$ cat config.mk
export PLATFORM = sky130hd
export DESIGN_NAME = cyc_timer_master
export DESIGN_NICKNAME = d
export VERILOG_FILES = /design/src/rtl/cyc_timer_pkg.sv /design/src/rtl/cyc_edge_sync.sv /design/src/rtl/cyc_wrap_counter.sv /design/src/rtl/cyc_timer_master.sv
export SDC_FILE = /design/constraint.sdc
export NUM_CORES = 1
export LEC_CHECK = 0
export CORE_ASPECT_RATIO = 0.8
export CORE_MARGIN = 1.5
export CORE_UTILIZATION = 42
export CTS_BUF_LIST = sky130_fd_sc_hd__clkbuf_8
export CTS_CLUSTER_SIZE = 24
export DETAILED_ROUTE_END_ITERATION = 7
export GPL_TIMING_DRIVEN = 0
export PLACE_DENSITY = 0.86
export SYNTH_ARGS = -nofsm -noshare
export SYNTH_HDL_FRONTEND = slang
export SYNTH_SLANG_ARGS = --single-unit
$ cat constraint.sdc
create_clock -name clk -period 2.1 [get_ports clk]
set_input_delay 0.315 -clock clk [delete_from_list [all_inputs] [get_ports clk]]
set_output_delay 0.315 -clock clk [all_outputs]
set_load 0.005 [all_outputs]
$ cat src/rtl/cyc_timer_pkg.sv
package cyc_timer_pkg;

    typedef enum logic {
        ROLL_INTERNAL = 1'b0,
        ROLL_EXTERNAL = 1'b1
    } roll_src_e;

endpackage

$ cat src/rtl/cyc_edge_sync.sv
module cyc_edge_sync #(
    parameter int STAGES = 2
) (
    input  logic clk,
    input  logic rst_n,
    input  logic async_in,
    output logic rise_pulse
);
    typedef struct packed {
        logic [STAGES-1:0] chain;
        logic              last;
    } sync_st_t;

    sync_st_t st_d, st_q;

    always_comb begin
        st_d = st_q;
        st_d.chain[0] = async_in;
        for (int i = 1; i < STAGES; i++) begin
            st_d.chain[i] = st_q.chain[i-1];
        end
        st_d.last = st_q.chain[STAGES-1];
    end

    always_ff @(posedge clk or negedge rst_n) begin
        if (!rst_n) begin
            st_q <= '0;
        end else begin
            st_q <= st_d;
        end
    end

    assign rise_pulse = st_q.chain[STAGES-1] & ~st_q.last;

    AST_PULSE_SINGLE: assert property (@(posedge clk) disable iff (!rst_n)
        rise_pulse |=> !rise_pulse);

endmodule

$ cat src/rtl/cyc_wrap_counter.sv
module cyc_wrap_counter #(
    parameter int WIDTH = 13,
    parameter int LIMIT = 8000
) (
    input  logic             clk,
    input  logic             rst_n,
    input  logic             load,
    input  logic [WIDTH-1:0] load_val,
    input  logic             step,
    output logic [WIDTH-1:0] value,
    output logic             wrap
);
    localparam logic [WIDTH-1:0] LAST = WIDTH'(LIMIT - 1);

    logic [WIDTH-1:0] cnt_d, cnt_q;
    logic             at_last;

    always_comb begin
        at_last = (cnt_q == LAST);
        cnt_d   = cnt_q;
        if (load) begin
            cnt_d = load_val;
        end else if (step) begin
            cnt_d = at_last ? '0 : cnt_q + 1'b1;
        end
    end

    always_ff @(posedge clk or negedge rst_n) begin
        if (!rst_n) begin
            cnt_q <= '0;
        end else begin
            cnt_q <= cnt_d;
        end
    end

    assign value = cnt_q;
    assign wrap  = step & ~load & at_last;

    AST_WRAP_TO_ZERO: assert property (@(posedge clk) disable iff (!rst_n)
        wrap |=> (cnt_q == '0));

endmodule

$ cat src/rtl/cyc_timer_master.sv
module cyc_timer_master
    import cyc_timer_pkg::*;
#(
    parameter int OFF_W       = 12,
    parameter int OFF_LIMIT   = 3072,
    parameter int CYC_W       = 13,
    parameter int CYC_LIMIT   = 8000,
    parameter int SEC_W       = 7,
    parameter int SYNC_STAGES = 2
) (
    input  logic             clk,
    input  logic             rst_n,
    input  logic             tmr_en,
    input  logic             src_ext,
    input  logic             master_en,
    input  logic             is_root,
    input  logic             ext_cycle_in,
    input  logic             rx_valid,
    input  logic [SEC_W-1:0] rx_seconds,
    input  logic [CYC_W-1:0] rx_cycle,
    input  logic [OFF_W-1:0] rx_offset,
    output logic [SEC_W-1:0] sec_o,
    output logic [CYC_W-1:0] cyc_o,
    output logic [OFF_W-1:0] off_o,
    output logic             cyc_start_req
);
    localparam logic [OFF_W-1:0] OFF_LAST = OFF_W'(OFF_LIMIT - 1);
    localparam int               SEC_LIMIT = 1 << SEC_W;

    typedef struct packed {
        logic [OFF_W-1:0] off;
        logic             req;
    } tmr_st_t;

    tmr_st_t   st_d, st_q;
    roll_src_e src;
    logic      ext_rise;
    logic      load_rx;
    logic      roll;
    logic      cyc_wrap;
    logic      sec_wrap;

    cyc_edge_sync #(
        .STAGES(SYNC_STAGES)
    ) u_sync (
        .clk       (clk),
        .rst_n     (rst_n),
        .async_in  (ext_cycle_in),
        .rise_pulse(ext_rise)
    );

    always_comb begin
        src     = roll_src_e'(src_ext);
        load_rx = rx_valid & ~is_root;
        roll    = 1'b0;
        if (tmr_en && !load_rx) begin
            roll = (src == ROLL_EXTERNAL) ? ext_rise : (st_q.off == OFF_LAST);
        end

        st_d     = st_q;
        st_d.req = roll & is_root & master_en;
        if (load_rx) begin
            st_d.off = rx_offset;
        end else if (roll) begin
            st_d.off = '0;
        end else if (tmr_en && st_q.off != OFF_LAST) begin
            st_d.off = st_q.off + 1'b1;
        end
    end

    always_ff @(posedge clk or negedge rst_n) begin
        if (!rst_n) begin
            st_q <= '0;
        end else begin
            st_q <= st_d;
        end
    end

    cyc_wrap_counter #(
        .WIDTH(CYC_W),
        .LIMIT(CYC_LIMIT)
    ) u_cycle (
        .clk     (clk),
        .rst_n   (rst_n),
        .load    (load_rx),
        .load_val(rx_cycle),
        .step    (roll),
        .value   (cyc_o),
        .wrap    (cyc_wrap)
    );

    cyc_wrap_counter #(
        .WIDTH(SEC_W),
        .LIMIT(SEC_LIMIT)
    ) u_seconds (
        .clk     (clk),
        .rst_n   (rst_n),
        .load    (load_rx),
        .load_val(rx_seconds),
        .step    (cyc_wrap),
        .value   (sec_o),
        .wrap    (sec_wrap)
    );

    assign off_o         = st_q.off;
    assign cyc_start_req = st_q.req;

    AST_OFF_IN_RANGE: assert property (@(posedge clk) disable iff (!rst_n)
        off_o <= OFF_LAST);
    AST_CYC_IN_RANGE: assert property (@(posedge clk) disable iff (!rst_n)
        cyc_o <= CYC_W'(CYC_LIMIT - 1));
    AST_REQ_AT_ZERO: assert property (@(posedge clk) disable iff (!rst_n)
        cyc_start_req |-> (off_o == '0));
    AST_REQ_ONE_CLK: assert property (@(posedge clk) disable iff (!rst_n)
        cyc_start_req |=> !cyc_start_req);
    AST_NO_REQ_UNMASTERED: assert property (@(posedge clk) disable iff (!rst_n)
        (!is_root || !master_en) |=> !cyc_start_req);
    AST_HOLD_DISABLED: assert property (@(posedge clk) disable iff (!rst_n)
        (!tmr_en && !load_rx) |=> ($stable(off_o) && $stable(cyc_o) && $stable(sec_o)));
    AST_RX_LOAD: assert property (@(posedge clk) disable iff (!rst_n)
        (rx_valid && !is_root) |=> (off_o == $past(rx_offset) && cyc_o == $past(rx_cycle)
                                    && sec_o == $past(rx_seconds) && !cyc_start_req));
    AST_SEC_WRAP: assert property (@(posedge clk) disable iff (!rst_n)
        sec_wrap |=> (sec_o == '0));

endmodule

==> reports/qor.yml <==
outcome:
  run_status: "finished, final reports clean"
critical_path:
  crit_chain: "ha_1 -> and4_1 -> a41o_2 -> nand2b_2 -> nor4_2 -> a221o_1"
  cp_max_fo: 10
  worst_setup_path_end_kind: "register"
  required_ns: 2.33
  path_delay_family: "simple AND/OR/NAND/NOR gates"
  arrival_ns: 2.25
  timing.rr.end: "u_cycle.value[5]$_DFFE_PN0P_"
  r2r_start: "u_cycle.value[0]$_DFFE_PN0P_"
  start_kind: "register"
  path_class: "register to register"
  ff2ff_path_depth: 6
  rrSetupSlack_ns: 0.07
  critPathSlowestCell: "dfrtp_1"
  critical-path-max-stage-delay_ns: 0.43
  worstPathBufferInverterCount: 0
layout:
  area_delta_synth_final_pct: 52.4
  fin_cells: 375
  fillers: 356
  fin_nets: 357
  n_antenna_cell: 0
  drive_gt1_frac: 0.140
logic_synthesis:
  synth_area_leader_cell: "dfrtp_1"
  yosysUniqueCellTypes: 52
  syn_nets: 269
  synth.cell_area_sq_um: 2110
  synth.most_common_cell: "dfrtp_1"
  synth_cells: 226
  synth_edf_count: 0
  async_reset_ff_frac: 1.00
  ys_ff_latch: 36
  syn_area_per_cell_sq_um: 9.32
  ys_top_cells_by_count: "36 x dfrtp_1, 24 x nand2_1, 17 x o21ai_0, 15 x a21oi_1, 13 x nor2_1"
  synth_top_area_frac: 0.428
  yosys_warnings: 0
  synthFlopType: "dfrtp_1"
  synthTopCellsByArea: "dfrtp_1 43%, nand2_1 4.3%, o21ai_0 4.0%, a21oi_1 3.6%, a221o_1 3.3%"
  ys_seq_area_frac: 0.428
sta:
  worst_pin_slew_ns: 0.825
  fin_ws_ns: 0.0747
  rsz0062_at_grt: "yes"
  max_slew_margin: 0.450
  fmax_mhz: 494
  hold_violations: 0
  setup_violations: 0
  period_share: 0.964
  tns_ns: 0
  fin_skew_ns: 0.0127
  fin_crit_ns: 2.03
  maxSlewViolCount: 0
floorplanning:
  die-height_um: 66.4
  core_sq_um: 4710
  num_rows: 22
  fp.dieW_um: 82.2
  die_area_sq_um: 5450
  start_util: 0.448
  io_pins: 73
place:
  globalplace.congestion: 0.855
  dpl.hpwl_um: 4540
  port_buffers: 72
  dp_slack_ns: -0.522
  numPlacedInstances: 358
global_route:
  first_global_vias: 2310
  gr-usage-all-layers: 0.270
  grt_pass1_wl_um: 11200
  gr-total-overflow: 0
  grt_max_degree: 37
  antenna_found_initial: 0
drt:
  antenna_left: 0
  routedWlPerCell_um: 18.7
  via_per_inst: 6.30
  first_pass_iters: 5
  drcViolationCount: 0
  drt-total-wl_um: 7000
  first_iter_violations: 263
  vias: 2362
cts:
  cts.sinks: 36
  clk_path_buf_depth: 2
  cts_root_buf: "clkbuf_8"
  clkLatencyLatePin_ns: 0.29
  cts_tree: "yes"
  cts_buffers: 5
  htree_levels: 2
  clk_pin_slew_ns: 0.08
power:
  swShare: 0.317
  leakage_uw: 0.00129
  p_per_area_nw_per_um2: 821
  clkPwrFrac: 0.259
  switchingPower_uw: 835
  combPwrFrac: 0.329
  pwr-share-seq: 0.412
  ir_drop_mv: 0.467
  p_int_uw: 1800
run:
  cap_viol_max_count: 0
worst_hold_path:
  worstHoldPathType: "input pin to asynchronous set/reset pin"
[state kept, by name, indices dropped and copies added (netlist names)]
signal and count:
u_cycle.value 13, off_o 12, u_seconds.value 7, u_sync.st_d 2, cyc_start_req 1, u_sync.st_q 1
[worst max-delay path by stage]
stage	slack (ns)	start	cells past startpoint	endpoint
after floorplan	0.03	off_o[0]$_DFFE_PN0P_	7	off_o[5]$_DFFE_PN0P_
after global placement	-0.48	rx_valid	8	u_cycle.value[2]$_DFFE_PN0P_
after detailed placement	-0.52	rx_valid	8	u_cycle.value[2]$_DFFE_PN0P_
after CTS	0.01	off_o[0]$_DFFE_PN0P_	7	off_o[9]$_DFFE_PN0P_
after global routing	-0.04	u_cycle.value[0]$_DFFE_PN0P_	5	u_cycle.value[8]$_DFFE_PN0P_
final	0.07	u_cycle.value[0]$_DFFE_PN0P_	6	u_cycle.value[5]$_DFFE_PN0P_
[cell families after synthesis]
family,share of synthesized area
adder cells (fa/ha/maj),0.0178
AND/OR/NAND/NOR,0.205
XOR/XNOR,0.00416
buffers and inverters,0.0380
AO/OA/AOI/OAI,0.308
flip-flops,0.428
[power groups by stage]
stage / logic, uW / clock network [uW] / registers (uW)
finish: 866 / 684 / 1090
global route: 948 / 717 / 1120
CTS: 828 / 684 / 1060
detailed placement: 804 / 0 / 1070
global placement: 782 / 0 / 1060
floorplan: 332 / 0 / 1040
[layout by cell type (no fill, tap or decap), types with 3 or more instances in the layout]
cell             instances
clkbuf_1                 4
a32o_1                   5
nand2_1                 23
a21oi_1                 15
buf_4                   10
clkdlybuf4s50_1         70
a221o_1                  7
a22oi_1                  4
a22o_1                   6
inv_1                    7
o21ai_0                 17
buf_6                    3
dfrtp_1                 33
dfrtp_2                  3
nor3_1                   6
clkbuf_8                 7
nor2_1                  13
and3_1                   7
nand3_1                  5
nand4_1                  3
nor3b_1                  4
nor2b_1                  3
o311ai_0                 4
[repair_timing]
action,4_1_cts,5_1_grt
gates resized for setup,14,15
endpoints found under the setup margin,31,30
hold buffers,0,0
buffers inserted,5,6
pin swaps,4,4
[per-stage QoR]
step	power, uW	utilization	instance area, sq um	hold slack (ns)
after floorplan	1370	-	2110	0.0194
after global placement	1840	0.617	2900	0.332
after detailed placement	1870	0.616	2900	0.345
after CTS	2580	0.661	3110	0.143
after global routing	2780	0.682	3210	0.186
final	2640	0.682	3210	0.108
[layout make-up]
cell class / count / area, sq um / area share
multi-input cells: 171 / 1200 / 0.374
flip-flops and latches: 36 / 905 / 0.282
repair buffers: 83 / 813 / 0.253
clock buffers: 7 / 96.3 / 0.0300
well taps: 60 / 75.1 / 0.0234
plain buffers: 10 / 65.1 / 0.0203
clock inverters: 1 / 30.0 / 0.00935
inverters: 7 / 26.3 / 0.00818
[per-layer routing]
metal / up-vias / GRT usage / wire length, um
met2: 152 / 0.430 / 3340
met5: - / 0 / 0
met3: 19 / 0.0745 / 761
met4: 0 / 0.0614 / 101
met1: 1133 / 0.361 / 2790
li1: 1058 / - / -
Power figures use the tool's default switching activity.
